File: src/rtl/spdif_tx_pkg.sv
package spdif_tx_pkg;

  localparam int CELLS_PER_FRAME = 128;
  localparam int CELL_W          = $clog2(CELLS_PER_FRAME);
  localparam int SLOT_W          = 5;
  localparam int SYNC_SLOTS      = 4;
  localparam int PAYLOAD_SLOTS   = 32 - SYNC_SLOTS;

  typedef enum logic [1:0] {
    SYNC_BLOCK = 2'd0,
    SYNC_LEFT  = 2'd1,
    SYNC_RIGHT = 2'd2
  } sync_kind_t;

  // Cell patterns for a preceding line level of 0, first cell in bit 7.
  function automatic logic [7:0] sync_pattern(input sync_kind_t kind);
    case (kind)
      SYNC_BLOCK: sync_pattern = 8'b1110_1000;
      SYNC_LEFT:  sync_pattern = 8'b1110_0010;
      default:    sync_pattern = 8'b1110_0100;
    endcase
  endfunction

endpackage

File: src/rtl/spdif_cell_seq.sv
module spdif_cell_seq
  import spdif_tx_pkg::*;
#(
  parameter int BLOCK_FRAMES = 192
) (
  input  logic              clk,
  input  logic              rst,
  input  logic              cell_en,
  output logic [CELL_W-1:0] cell_idx,
  output logic              block_first
);

  localparam int FRM_W = (BLOCK_FRAMES > 1) ? $clog2(BLOCK_FRAMES) : 1;
  localparam logic [FRM_W-1:0] FRM_LAST = FRM_W'(BLOCK_FRAMES - 1);

  logic [FRM_W-1:0] frame_q;

  always_ff @(posedge clk) begin
    if (rst) begin
      cell_idx <= '0;
      frame_q  <= '0;
    end else if (cell_en) begin
      cell_idx <= cell_idx + 1'b1;
      if (cell_idx == '1)
        frame_q <= (frame_q == FRM_LAST) ? '0 : frame_q + 1'b1;
    end
  end

  assign block_first = (frame_q == '0);

  // the frame counter wraps exactly after the last frame of a block
  a_r4_block_wrap: assert property (@(posedge clk) disable iff (rst)
    (cell_en && cell_idx == '1 && frame_q == FRM_LAST) |=> block_first);

  a_r4_frame_range: assert property (@(posedge clk) disable iff (rst)
    frame_q <= FRM_LAST);

endmodule

File: src/rtl/spdif_slot_map.sv
module spdif_slot_map
  import spdif_tx_pkg::*;
#(
  parameter int SAMPLE_W = 16
) (
  input  logic [CELL_W-1:0]   cell_idx,
  input  logic                block_first,
  input  logic [SAMPLE_W-1:0] left_q,
  input  logic [SAMPLE_W-1:0] right_q,
  input  logic                invalid_q,
  output logic                sync_active,
  output logic                sync_first,
  output logic                sync_bit,
  output logic                half_second,
  output logic                data_bit
);

  // Payload index 0 is slot 4; the sample ends just below the validity slot.
  localparam int AUD_LO = PAYLOAD_SLOTS - 4 - SAMPLE_W;
  localparam int V_IDX  = PAYLOAD_SLOTS - 4;

  logic                     right_sub;
  logic [SLOT_W-1:0]        slot;
  logic [SLOT_W-1:0]        pidx;
  logic [2:0]               sync_pos;
  sync_kind_t               kind;
  logic [7:0]               pattern;
  logic [SAMPLE_W-1:0]      smp;
  logic [PAYLOAD_SLOTS-1:0] payload;

  assign right_sub   = cell_idx[CELL_W-1];
  assign slot        = cell_idx[CELL_W-2:1];
  assign half_second = cell_idx[0];
  assign sync_active = (slot < SLOT_W'(SYNC_SLOTS));
  assign sync_first  = (cell_idx[CELL_W-2:0] == '0);
  assign sync_pos    = cell_idx[2:0];

  assign kind    = right_sub ? SYNC_RIGHT : (block_first ? SYNC_BLOCK : SYNC_LEFT);
  assign pattern = sync_pattern(kind);
  assign sync_bit = pattern[3'd7 - sync_pos];

  assign smp = right_sub ? right_q : left_q;

  always_comb begin
    payload                        = '0;
    payload[AUD_LO +: SAMPLE_W]    = smp;
    payload[V_IDX]                 = invalid_q;
    payload[0]                     = (^smp) ^ invalid_q;
  end

  assign pidx     = slot - SLOT_W'(SYNC_SLOTS);
  assign data_bit = sync_active ? 1'b0 : payload[pidx];

endmodule

File: src/rtl/spdif_bmc_coder.sv
module spdif_bmc_coder (
  input  logic clk,
  input  logic rst,
  input  logic cell_en,
  input  logic sync_active,
  input  logic sync_first,
  input  logic sync_bit,
  input  logic half_second,
  input  logic data_bit,
  output logic line_out
);

  logic inv_q;
  logic inv;
  logic line_nxt;

  // Level before the preamble decides its polarity.
  assign inv = sync_first ? line_out : inv_q;

  always_comb begin
    if (sync_active)
      line_nxt = sync_bit ^ inv;
    else if (!half_second)
      line_nxt = ~line_out;
    else
      line_nxt = data_bit ? ~line_out : line_out;
  end

  always_ff @(posedge clk) begin
    if (rst) begin
      line_out <= 1'b0;
      inv_q    <= 1'b0;
    end else if (cell_en) begin
      line_out <= line_nxt;
      if (sync_first)
        inv_q <= line_out;
    end
  end

  // the line only moves on cell strobes
  a_r10_line_hold: assert property (@(posedge clk) disable iff (rst)
    !cell_en |=> $stable(line_out));

  // every data slot opens with a transition
  a_r5_slot_edge: assert property (@(posedge clk) disable iff (rst)
    (cell_en && !sync_active && !half_second) |=> (line_out != $past(line_out)));

  // every preamble opens with a transition
  a_r3_sync_lead: assert property (@(posedge clk) disable iff (rst)
    (cell_en && sync_first) |=> (line_out != $past(line_out)));

  // even payload parity brings the line back to 0 at each subframe start
  a_r8_level_return: assert property (@(posedge clk) disable iff (rst)
    (cell_en && sync_first) |-> (line_out == 1'b0));

endmodule

File: src/rtl/spdif_bmc_tx.sv
module spdif_bmc_tx
  import spdif_tx_pkg::*;
#(
  parameter int SAMPLE_W     = 16,
  parameter int BLOCK_FRAMES = 192
) (
  input  logic                clk,
  input  logic                rst,
  input  logic                cell_en,
  input  logic                smp_valid,
  output logic                smp_ready,
  input  logic [SAMPLE_W-1:0] smp_left,
  input  logic [SAMPLE_W-1:0] smp_right,
  input  logic                mute,
  output logic                line_out
);

  logic [CELL_W-1:0]   cell_idx;
  logic                block_first;
  logic [SAMPLE_W-1:0] left_q;
  logic [SAMPLE_W-1:0] right_q;
  logic                invalid_q;
  logic                sync_active;
  logic                sync_first;
  logic                sync_bit;
  logic                half_second;
  logic                data_bit;

  spdif_cell_seq #(.BLOCK_FRAMES(BLOCK_FRAMES)) u_seq (
    .clk         (clk),
    .rst         (rst),
    .cell_en     (cell_en),
    .cell_idx    (cell_idx),
    .block_first (block_first)
  );

  assign smp_ready = cell_en && (cell_idx == '0);

  // Frame-start capture; held until the next frame start.
  always_ff @(posedge clk) begin
    if (rst) begin
      left_q    <= '0;
      right_q   <= '0;
      invalid_q <= 1'b0;
    end else if (smp_ready) begin
      left_q    <= smp_valid ? smp_left  : '0;
      right_q   <= smp_valid ? smp_right : '0;
      invalid_q <= mute;
    end
  end

  spdif_slot_map #(.SAMPLE_W(SAMPLE_W)) u_map (
    .cell_idx    (cell_idx),
    .block_first (block_first),
    .left_q      (left_q),
    .right_q     (right_q),
    .invalid_q   (invalid_q),
    .sync_active (sync_active),
    .sync_first  (sync_first),
    .sync_bit    (sync_bit),
    .half_second (half_second),
    .data_bit    (data_bit)
  );

  spdif_bmc_coder u_coder (
    .clk         (clk),
    .rst         (rst),
    .cell_en     (cell_en),
    .sync_active (sync_active),
    .sync_first  (sync_first),
    .sync_bit    (sync_bit),
    .half_second (half_second),
    .data_bit    (data_bit),
    .line_out    (line_out)
  );

  // acceptance only on a cell strobe
  a_r2_ready_strobe: assert property (@(posedge clk) disable iff (rst)
    smp_ready |-> cell_en);

  // captured pair does not move mid-frame
  a_r2_pair_hold: assert property (@(posedge clk) disable iff (rst)
    !smp_ready |=> ($stable(left_q) && $stable(right_q) && $stable(invalid_q)));

endmodule

File: config.mk
export PLATFORM = sky130hd
export DESIGN_NAME = spdif_bmc_tx
export DESIGN_NICKNAME = d
export VERILOG_FILES = /design/src/rtl/spdif_tx_pkg.sv /design/src/rtl/spdif_cell_seq.sv /design/src/rtl/spdif_slot_map.sv /design/src/rtl/spdif_bmc_coder.sv /design/src/rtl/spdif_bmc_tx.sv
export SDC_FILE = /design/constraint.sdc
export NUM_CORES = 1
export LEC_CHECK = 0
export BUFFER_PORTS_ARGS = -buffer_cell sky130_fd_sc_hd__buf_2
export CORE_MARGIN = 2
export CORE_UTILIZATION = 50
export CTS_BUF_LIST = sky130_fd_sc_hd__clkbuf_16
export DETAILED_ROUTE_END_ITERATION = 6
export HOLD_SLACK_MARGIN = 0.05
export PLACE_DENSITY = 0.71
export SLEW_MARGIN = 0
export SYNTH_ARGS = -nofsm -noshare
export SYNTH_HDL_FRONTEND = slang
export SYNTH_SLANG_ARGS = --single-unit
File: constraint.sdc
create_clock -name clk -period 7.2 [get_ports clk]
set_clock_uncertainty 0.1 [all_clocks]
set_input_delay 0.72 -clock clk [delete_from_list [all_inputs] [get_ports clk]]
set_output_delay 0.72 -clock clk [all_outputs]
set_load 0.01 [all_outputs]
# --- Word-level counts from Yosys, hierarchy flattened ---
# Cells that the tools add are included.
# Widths: inputs -> output; s select.
word_totals:
  register_bits: 50
  latchBits: 0
  ramBits: 0
  mem_bits_ro: 0
  in_bits: 37
  out_inout_bits: 2
  elab_cells: 45
  memories: 0
op_classes:
  add_sub_neg: 4
  n_mul: 0
  div: 0
  order_cmp: 3
  n_eq_ne: 4
  n_shift: 0
  n_mux: 16
  n_bitwise: 3
  reduce_logical: 8
ops:
  columns: ["operator", "n"]
  rows:
  - ["$mux 16", 3]
  - ["$reduce_xor 16->1", 1]
  - ["$add 8x1->8 const B", 1]
  - ["$eq 8x8->1 const B", 1]
  - ["$logic_not 8->1", 1]
  - ["$mux 1", 8]
  - ["$mux 8", 1]
  - ["$pmux 4 s2", 1]
  - ["$add 7x1->7 const B", 1]
  - ["$eq 7x7->1 const B", 1]
  - ["$logic_not 7->1", 1]
  - ["$logic_not 6->1", 1]
  - ["$lt 5x6->1 const B", 1]
  - ["$bmux 1 s5", 1]
  - ["$lt 5x3->1 const B", 1]
  - ["$sub 5x3->5 const B", 1]
  - ["$lt 3x4->1 const B", 1]
  - ["$reduce_and 2->1", 2]
  - ["$bmux 1 s3", 1]
  - ["$ne 3x1->1 const B", 1]
  - ["$sub 3x3->3 const A", 1]
  - ["$eq 2x1->1 const B", 1]
  - ["$logic_not 2->1", 1]
  - ["$mux 2", 1]
  - ["3 further kinds", 4]

# --- Logic depth before layout (Yosys ltp) ---
# Gate-level depths: netlist (run 1).
logic_depth:
  depth_word: 9
  ltp_mapped: 10
  mapped_depth_nobuf: 9

# --- By module ---
# A second synthesis (run 1) with hierarchy kept.
unflattened:
  hier_cells: 361
  area_unflattened_um2: 3020.4
by_module_without_submodules:
  columns: ["mod", "n_inst", "cells_per_inst", "area_per_inst_um2", "seq_area_each_um2"]
  rows:
  - ["spdif_bmc_tx", 1, 188, 1472.7, 660.6]
  - ["spdif_cell_seq", 1, 84, 734.5, 300.3]
  - ["spdif_slot_map", 1, 72, 676.9, 0.0]
  - ["spdif_bmc_coder", 1, 17, 136.4, 40.0]

# --- Worst setup path after synthesis (run 1) ---
# Ideal clock, no wire load.
synth_timing:
  kind: "input -> output"
  startpoint: "input cell_en"
  endpoint: "output smp_ready"
  t_arrival_ns: 1.782
  t_required_ns: 6.380
  setup_slack_ns: 4.598
  cell_stages: 6
  n_path_buf: 3
  cell_sequence: "clkbuf_1 > nand4_1 > or2_1 > clkbuf_1 > inv_2 > buf_2"
synth_between:
  elab_chain_cells: 1
synth_lines:
  columns: ["item", "line", "rtl"]
  rows:
  - ["start, declared", "spdif_bmc_tx.sv:9", "input logic cell_en,"]
  - ["$logic_and 1x1->1", "spdif_bmc_tx.sv:37", "assign smp_ready = cell_en && (cell_idx == '0);"]
  - ["end, declared", "spdif_bmc_tx.sv:11", "output logic smp_ready,"]
# No other way between the ends.

# --- Worst setup path in the final report (run 1) ---
layout_timing:
  startpoint: "register u_seq.cell_idx[1]"
  endpoint: "output smp_ready"
layout_between:
  elab_chain_cells: 2
layout_lines:
  columns: ["item", "line", "rtl"]
  rows:
  - ["start, declared", "spdif_cell_seq.sv:9", "output logic [CELL_W-1:0] cell_idx,"]
  - ["start signal, assigned", "spdif_cell_seq.sv:23", "cell_idx <= cell_idx + 1'b1;"]
  - ["$logic_not 7->1", "spdif_bmc_tx.sv:37", null]
  - ["$logic_and 1x1->1", "spdif_bmc_tx.sv:37", null]
# No other way between the ends.

==> flow_metrics.py, run 1 <==
metrics = {
    "setup_path": {
        "critical_path_class": "reg -> out",
        "reg2reg_depth": 7,
        "regToRegStartpoint": "u_seq.cell_idx[6]",
        "startpoint_type": "register",
        "path_max_fanout": 34,
        "worstSetupEndpointType": "output port",
        "r2r_end": "u_coder.line_out",
        "required_ns": 6.38,
        "rrSetupSlack_ns": 4.52,
        "worstPathArrival_ns": 2.45,
    },
    "timing": {
        "fmaxAchievable_mhz": 306,
        "fin_tns_setup_ns": 0,
        "finalCritPeriodShare": 0.454,
        "hold_viol": 0,
        "period_minus_slack_ns": 3.27,
        "slew_violations": 0,
        "worstMarginPinSlew_ns": 1.01,
        "max_slew_margin": 0.324,
        "rsz0062_at_grt": "false",
        "setup_violations": 0,
    },
    "cts": {
        "clock_sinks": 50,
        "cts_made_buffers": 5,
        "cts_buffer_depth": 2,
        "ctsResizeCount": 0,
        "cts_max_level": 2,
        "cts-root-buf": "clkbuf_16",
        "post_cts_buffers": 0,
        "hold_buffers": 0,
        "clkTransAtPathRegs_ns": 0.07,
        "insertion_delay_ns": 0.29,
        "cts_tree": "yes",
    },
    "yosys": {
        "syn_inst": 325,
        "synth_edf_count": 0,
        "synthArstFlopShare": 0,
        "syn_area_um2": 2760,
        "synth-seq-cells": 50,
        "synthesis.area_per_instance_um2": 8.50,
        "yosysUniqueCellTypes": 45,
        "synth_fp_nets": 368,
        "yosysWarnings": 0,
        "synth_seq_area_share": 0.362,
        "ys.flop_type": "dfxtp_1",
    },
    "detailed_routing": {
        "routed_wl_um": 5920,
        "drt-initial-drc-count": 209,
        "vias_per_cell": 5.65,
        "firstDrtPassIters": 5,
        "drc": 0,
        "num_vias": 2384,
        "routedWlPerCell_um": 14.0,
        "antenna_left": 0,
    },
    "global_routing": {
        "grt_max_degree": 49,
        "grt_pass1_wl_um": 10200,
        "antenna_found_initial": 0,
        "grt_pass1_vias": 2156,
        "grtUsageTotal": 0.209,
        "grt_overflow_total": 0,
    },
    "power_and_ir_drop": {
        "cellLeakagePower_uw": 0.00126,
        "peakVddDrop_uv": 135,
        "power_density_nw_per_um2": 215,
    },
    "hold_path": {
        "hold_start": "right_q[3]",
        "hold_depth": 2,
        "min_path_type": "reg -> reg",
        "hold_path_end": "right_q[3]",
    },
    "placement": {
        "hpwl_um": 4210,
        "io_buffers": 38,
        "place_congestion": 0.892,
    },
    "cells_and_area": {
        "final_cell_mix": "dfxtp_1 (50), nand2_1 (44), a21oi_1 (41)",
        "layout-drive-gt1-share": 0.169,
        "diodes": 0,
        "syn_to_final_growth_pct": 12.3,
        "post-route-util": 0.574,
        "num-nets-final": 392,
        "mostFrequentLayoutCell": "dfxtp_1",
    },
    "floorplanning": {
        "dieArea_um2": 6140,
        "row_count": 27,
        "core_area_um2": 5410,
        "ios": 39,
        "die_height_um": 78.4,
        "die_w_um": 78.4,
        "start_util": 0.511,
    },
    "job": {
        "max_cap_viol_count": 0,
    },
    "status": {
        "status": "finished, final reports clean",
    },
}
## critical path, stage by stage, from the launching register on
cell	delay (ns)
dfxtp_1	0.42
inv_2	0.17
ha_1	0.25
nand4_1	0.17
or2_1	0.24
buf_4	0.24
inv_2	0.43
buf_2	0.23
## final cells by class
class | count | area [um2]
fillers | 523 | 2300
multi-input cells | 245 | 1620
flip-flops and latches | 50 | 1000
repair buffers | 39 | 198
clock buffers | 5 | 125
well taps | 72 | 90.1
clock inverters | 3 | 43.8
inverters | 8 | 30.0
## per-stage QoR
stage          setup slack [ns]  power, uW  cells  hold slack (ns)  cell area (um2)
6_report                   3.93        667    422            0.383             3100
5_1_grt                    3.68        695    422            0.409             3100
4_1_cts                    3.93        671    422            0.384             3100
3_5_place_dp               4.19        404    414            0.370             2940
3_3_place_gp               4.25        401    414            0.366             2940
2_1_floorplan              4.60        378    325            0.352             2760
## sequential cells by signal, indices dropped and copies added, names as in the netlist
register	cells
right_q	16
invalid_q	1
u_seq.cell_idx	7
u_coder.line_out	1
u_seq.frame_q	8
left_q	16
u_coder.inv_q	1
## layer usage
layer | track usage | vias up | routed length (um)
met5 | 0 | - | 0
met1 | 0.287 | 1129 | 2760
met4 | 0.0842 | 0 | 125
met2 | 0.325 | 71 | 2730
met3 | 0.0391 | 12 | 312
li1 | - | 1172 | -
## where the power goes
group          total [uW]  leakage, uW  switching [uW]  internal (uW)
combinational        95.9     0.000766            51.1           44.8
sequential            302     0.000406            14.5            288
clock                 269    0.0000842             104            165
## synth_stat cells, drive strengths merged, types with 2 or more instances
master,count,area share
mux2i,12,0.043
dfxtp,50,0.36
nor2,22,0.030
nand4,3,0.0068
nor3,6,0.011
inv,8,0.011
xor2,18,0.057
o211a,2,0.0072
nand3,37,0.067
a21oi,42,0.077
mux4,8,0.068
clkbuf,13,0.018
o21ai,5,0.0091
and3,4,0.0091
ha,6,0.027
xnor2,17,0.054
nand2,45,0.062
buf,9,0.024
## worst max-delay path by stage
stage	to	slack (ns)	depth (start not counted)	startpoint
6_report	smp_ready	3.93	7	u_seq.cell_idx[1]
5_1_grt	smp_ready	3.68	7	u_seq.cell_idx[1]
4_1_cts	smp_ready	3.93	7	u_seq.cell_idx[1]
3_5_place_dp	smp_ready	4.19	6	cell_en
3_3_place_gp	smp_ready	4.25	6	cell_en
2_1_floorplan	smp_ready	4.60	6	cell_en
## cells by family after synthesis
logic type	after synthesis	synth area share
buffers and inverters	30	0.0530
flip-flops	50	0.362
XOR/XNOR	36	0.119
AND/OR/NAND/NOR	126	0.209
adder cells (fa/ha/maj)	6	0.0272
AO/OA/AOI/OAI	57	0.119
multiplexers	20	0.111
Power figures use the tool's default switching activity.
==> run 2, diff against run 1 <==
Settings changed: ABC_AREA from default to 1, PLACE_DENSITY 0.71 to 0.73.
Clock period 7.2 ns to 2.7 ns, I/O delays scaled along.
==> run 2 against run 1 <==
  * Sequential power grew to 2.7 times the previous value
  * Critical path type is now reg -> reg
  * Utilization is 0.49 points higher
  * Synthesized cell count rose by 54%
  * Area after synthesis rose by 13%
  * Sequential cell count stayed put
  * Sequential share of layout area down 3.4 points
  * Total power rose to 2.7 times the previous value
  * Highest routed layer unchanged
  * Largest power group unchanged
==> flow_metrics.py, run 2 <==
metrics = {
    "status": {
        "status": "finished, final reports clean",
    },
    "timing": {
        "max_slew_margin": 0.596,
        "hold_viol": 0,
        "setup_violations": 0,
        "period_minus_slack_ns": 2.19,
        "fin_tns_setup_ns": 0,
        "rsz0062_at_grt": "false",
        "whs_ns": 0.148,
        "fin_ws_ns": 0.508,
        "finalCritPeriodShare": 0.812,
        "worstMarginPinSlew_ns": 0.607,
        "slew_violations": 0,
        "fmaxAchievable_mhz": 456,
    },
    "cells_and_area": {
        "layout-drive-gt1-share": 0.120,
        "mostFrequentLayoutCell": "nand2_1",
        "top_regs": "left_q (16), right_q (16), u_seq.frame_q (8)",
        "fillerInstances": 570,
        "num-nets-final": 570,
        "final_cell_mix": "nand2_1 (205), inv_1 (61), dfxtp_1 (50)",
        "diodes": 0,
        "syn_to_final_growth_pct": 11.0,
        "multi_input_area_um2": 1750,
        "seqCellArea_um2": 1000,
    },
    "power_and_ir_drop": {
        "power_density_nw_per_um2": 527,
        "peakVddDrop_uv": 354,
        "cellLeakagePower_uw": 0.00166,
    },
    "hold_path": {
        "min_path_type": "in -> reg",
    },
    "setup_path": {
        "path_cells": "inv_4, nand2_1, nand2_1, inv_1, nand2_1, nand2_1, nand2_1, nand2_1, nand2_1, nand2_1, inv_1, nand2_1, nand3_1, nand3_1, nand2_1, nand2_1, nand3_1, nand2_1, nor2_1",
        "cp_top_family": "simple AND/OR/NAND/NOR gates",
        "crit_top_cell": "nand2_1",
        "path_max_fanout": 32,
        "crit_slowest_cell": "dfxtp_1",
        "startpoint_type": "register",
        "worstSetupEndpointType": "register",
        "critical_path_class": "reg -> reg",
        "worstPathArrival_ns": 2.28,
        "crit_buf_inv": 3,
        "required_ns": 2.78,
        "critical-path-max-stage-delay_ns": 0.52,
    },
    "yosys": {
        "synthArstFlopShare": 0,
        "synth_fp_nets": 543,
        "yosysWarnings": 0,
        "synth_edf_count": 0,
        "synthAdderAreaFrac": 0.0240,
        "yosysUniqueCellTypes": 37,
        "synth-xor-area-share": 0.00560,
        "synth-seq-cells": 50,
        "synth_seq_area_share": 0.320,
        "synthSimpleGateAreaFrac": 0.328,
        "syn_inst": 500,
        "synth_compound_area_frac": 0.198,
        "synth_mux_area_frac": 0.00320,
        "syn_area_um2": 3130,
        "synthesis.area_per_instance_um2": 6.25,
        "synth_largest_area_cell": "dfxtp_1",
        "synthTopCellsByArea": "dfxtp_1 (32%), nand2_1 (25%), a21oi_1 (7.7%), a211oi_1 (7.2%), inv_1 (7.2%)",
        "synth_common_cells": "nand2_1 (205), inv_1 (60), dfxtp_1 (50), a21oi_1 (48), a211oi_1 (30)",
        "ys.flop_type": "dfxtp_1",
        "yosysMostFrequentCell": "nand2_1",
        "synth_top_area_frac": 0.320,
        "synth_top_family_by_area": "simple AND/OR/NAND/NOR gates",
    },
    "floorplanning": {
        "ios": 39,
        "core_area_um2": 5990,
        "dieArea_um2": 6900,
        "die_height_um": 83.1,
        "row_count": 28,
        "start_util": 0.522,
        "die_w_um": 83.1,
    },
    "global_routing": {
        "grt_overflow_total": 0,
        "grt_max_degree": 55,
        "grtUsageTotal": 0.210,
        "antenna_found_initial": 0,
        "grt_pass1_wl_um": 12200,
        "grt_pass1_vias": 2774,
    },
    "cts": {
        "clock_sinks": 50,
        "ctsResizeCount": 0,
        "clkTransAtPathRegs_ns": 0.07,
        "cts-root-buf": "clkbuf_16",
        "insertion_delay_ns": 0.29,
        "cts_tree": "yes",
        "cts_max_level": 2,
        "cts_made_buffers": 5,
        "post_cts_buffers": 0,
        "cts_buffer_depth": 2,
        "hold_buffers": 0,
    },
    "detailed_routing": {
        "routed_wl_um": 7240,
        "num_vias": 3084,
        "routedWlPerCell_um": 12.0,
        "firstDrtPassIters": 4,
        "vias_per_cell": 5.12,
        "antenna_left": 0,
        "drc": 0,
        "drt-initial-drc-count": 200,
    },
    "placement": {
        "io_buffers": 38,
        "hpwl_um": 5300,
        "pre_cts_slack_ns": 0.526,
        "place_congestion": 0.861,
    },
    "job": {
        "max_cap_viol_count": 0,
    },
}
-- run 2: cell types whose count changed after synthesis, sizes merged, moves of 11 or more --
| cell | delta |
|---|---|
| a211oi | +30 |
| inv | +59 |
| mux2i | -11 |
| nand2 | +161 |
| nand3 | -25 |
| o21ai | +11 |
| xnor2 | -16 |
| xor2 | -17 |
-- run 2: worst paths after layout --
path	from	slack, ns	cells after the start	to
max	u_seq.cell_idx[6]	0.51	19	u_coder.line_out
min	smp_left[5]	0.15	3	left_q[5]
max reg2reg	u_seq.cell_idx[6]	0.51	19	u_coder.line_out
min reg2reg	right_q[5]	0.36	2	right_q[5]
-- run 2: cell type report --
type / count / share of cell area
clock buffer: 5 / 0.0361
multi-input combinational: 362 / 0.503
tap: 75 / 0.0270
inverter: 67 / 0.0732
clock inverter: 2 / 0.00325
sequential: 50 / 0.288
timing repair buffer: 41 / 0.0685
-- run 2: cells by family (layout without fill, tap and decap cells) --
kind of cell,Yosys count,after routing
xor gates and xnor gates,2,2
AOI/OAI and AO/OA,104,104
muxes,1,1
adders and majority gates,6,6
DFF,50,50
buffers and inverters,88,115
and+or+nand+nor,249,249
-- run 2: report_power, final --
part	internal, uW	leakage, uW	switching (uW)
registers	790	0.000410	28.6
logic	146	0.00119	258
clock network	335	0.0000671	271
-- run 2: worst register-to-register path: stages (launching register included) --
cell and delay, ns:
dfxtp_1 0.52, inv_4 0.22, nand2_1 0.11, nand2_1 0.09, inv_1 0.12, nand2_1 0.06, nand2_1 0.07, nand2_1 0.05
nand2_1 0.10, nand2_1 0.06, nand2_1 0.07, inv_1 0.04, nand2_1 0.05, nand3_1 0.06, nand3_1 0.07, nand2_1 0.05
nand2_1 0.08, nand3_1 0.07, nand2_1 0.06, nor2_1 0.04
-- run 2: through the flow --
step	power, uW	util	area (um2)	std cells
2_1_floorplan	1130	-	3130	500
3_3_place_gp	1220	0.556	3330	595
3_5_place_dp	1230	0.556	3330	595
4_1_cts	1840	0.579	3470	602
5_1_grt	1930	0.579	3470	602
6_report	1830	0.579	3470	602
-- run 2: routing by layer --
metal,wire (um),vias up,track usage
li1,-,1654,-
met1,3700,1369,0.288
met2,3240,56,0.347
met3,237,5,0.0328
met4,67,0,0.0492
met5,0,-,0
==> run 3, diff against run 2 <==
Settings changed: PLACE_DENSITY 0.73 to 0.7.
Clock period 2.7 ns to 2.3 ns, I/O delays scaled along.
==> run 3 against run 2 <==
  * Combinational power grew 17%
  * Count of clock-buffer cells in the layout is the same
  * Utilization grew 0.21 points
  * Design area grew 0.36%
  * Critical path depth shrank 8
  * Sequential share of layout area is essentially flat
  * Via count grew 0.65%
  * Total power grew 17%
  * First-iteration DRC count grew 3.5%
  * Final cell count grew 0.33%
  * Worst hold slack lost 0.050 ns
  * Global-route usage grew 1.3 points
  * Largest cell class unchanged
==> flow_metrics.py, run 3 (same netlist as run 2, synthesis figures left out) <==
metrics = {
    "status": {
        "status": "finished, final reports clean",
    },
    "job": {
        "max_cap_viol_count": 0,
    },
    "detailed_routing": {
        "num_vias": 3104,
        "drt-initial-drc-count": 207,
        "drc": 0,
        "routed_wl_um": 7310,
        "vias_per_cell": 5.14,
        "firstDrtPassIters": 4,
        "routedWlPerCell_um": 12.1,
        "antenna_left": 0,
    },
    "floorplanning": {
        "die_height_um": 83.1,
        "core_area_um2": 5990,
        "row_count": 28,
        "die_w_um": 83.1,
        "start_util": 0.522,
        "ios": 39,
        "dieArea_um2": 6900,
    },
    "cts": {
        "cts_max_level": 2,
        "ctsResizeCount": 0,
        "cts_tree": "yes",
        "post_cts_buffers": 0,
        "clkTransAtPathRegs_ns": 0.07,
        "cts_made_buffers": 5,
        "hold_buffers": 0,
        "clock_sinks": 50,
        "cts_buffer_depth": 2,
        "insertion_delay_ns": 0.29,
        "cts-root-buf": "clkbuf_16",
    },
    "power_and_ir_drop": {
        "pwr-share-comb": 0.220,
        "power.share.switching": 0.304,
        "power_density_nw_per_um2": 616,
        "pwr-share-seq": 0.447,
        "power.internal_uw": 1490,
        "cellLeakagePower_uw": 0.00167,
        "clockPowerShare": 0.333,
        "power_uw": 2150,
        "p_sw_uw": 653,
        "peakVddDrop_uv": 454,
    },
    "cells_and_area": {
        "post-route-util": 0.581,
        "mostFrequentLayoutCell": "nand2_1",
        "multi_input_area_um2": 1750,
        "final_cell_mix": "nand2_1 (205), inv_1 (61), a21oi_1 (48)",
        "syn_to_final_growth_pct": 11.4,
        "top_regs": "left_q (16), right_q (16), u_seq.frame_q (8)",
        "fillerInstances": 587,
        "layout-drive-gt1-share": 0.129,
        "diodes": 0,
        "seqCellArea_um2": 1000,
        "num-nets-final": 571,
    },
    "timing": {
        "hold_viol": 0,
        "setup_violations": 0,
        "fin_tns_setup_ns": 0,
        "worstMarginPinSlew_ns": 0.605,
        "fmaxAchievable_mhz": 495,
        "max_slew_margin": 0.597,
        "rsz0062_at_grt": "false",
        "period_minus_slack_ns": 2.02,
        "slew_violations": 0,
        "finalCritPeriodShare": 0.879,
    },
    "global_routing": {
        "antenna_found_initial": 0,
        "grt_pass1_vias": 2875,
        "grt_max_degree": 53,
        "grt_pass1_wl_um": 12900,
        "grtUsageTotal": 0.223,
        "grt_overflow_total": 0,
    },
    "setup_path": {
        "startpoint_type": "register",
        "critical_path_class": "reg -> reg",
        "worstPathArrival_ns": 2.09,
        "required_ns": 2.37,
        "path_max_fanout": 8,
        "rrSetupSlack_ns": 0.28,
        "worstSetupEndpointType": "register",
    },
    "hold_path": {
        "min_path_type": "in -> reg",
    },
    "placement": {
        "hpwl_um": 5400,
        "place_congestion": 0.883,
        "io_buffers": 38,
    },
}
==> run 3: critical path: stages (launching register included) <==
cell,delay [ns]
dfxtp_1,0.50
inv_2,0.11
nor3_2,0.20
nand2_1,0.11
nor2_2,0.10
inv_2,0.05
nor2_4,0.14
nand4_2,0.15
nor2_1,0.12
inv_1,0.06
nor4_1,0.20
nor3_1,0.07
==> run 3: routing by layer <==
metal / GRT usage / vias up / routed length, um
met1: 0.313 / 1391 / 3600
met4: 0.0522 / 0 / 81
met3: 0.0328 / 8 / 222
li1: - / 1658 / -
met2: 0.362 / 47 / 3410
met5: 0 / - / 0
==> run 3: area by class of cell <==
cell class,count,share of cell area
multi-input combinational,362,0.502
sequential,50,0.289
inverter,67,0.0737
timing repair buffer,42,0.0690
clock buffer,5,0.0359
tap,75,0.0269
clock inverter,3,0.00359
==> run 3: power by group through the flow <==
stage	clock [uW]	combinational (uW)	sequential, uW
2_1_floorplan	0	354	972
3_3_place_gp	0	460	977
3_5_place_dp	0	470	979
4_1_cts	725	472	959
5_1_grt	762	550	968
6_report	714	471	960
==> run 3: final timing paths <==
check / from / endpoint / cells past startpoint
max: u_seq.cell_idx[3] / u_seq.frame_q[7] / 11
min: smp_left[5] / left_q[5] / 3
max reg2reg: u_seq.cell_idx[3] / u_seq.frame_q[7] / 11
min reg2reg: right_q[5] / right_q[5] / 2
==> run 3: metrics by stage <==
stage / hold WS, ns / setup WS [ns] / cell area (um2) / std cells
2_1_floorplan: 0.290 / 0.480 / 3130 / 500
3_3_place_gp: 0.343 / 0.257 / 3330 / 596
3_5_place_dp: 0.342 / 0.214 / 3330 / 596
4_1_cts: 0.101 / 0.185 / 3470 / 604
5_1_grt: 0.112 / 0.0332 / 3480 / 604
6_report: 0.0984 / 0.279 / 3480 / 604
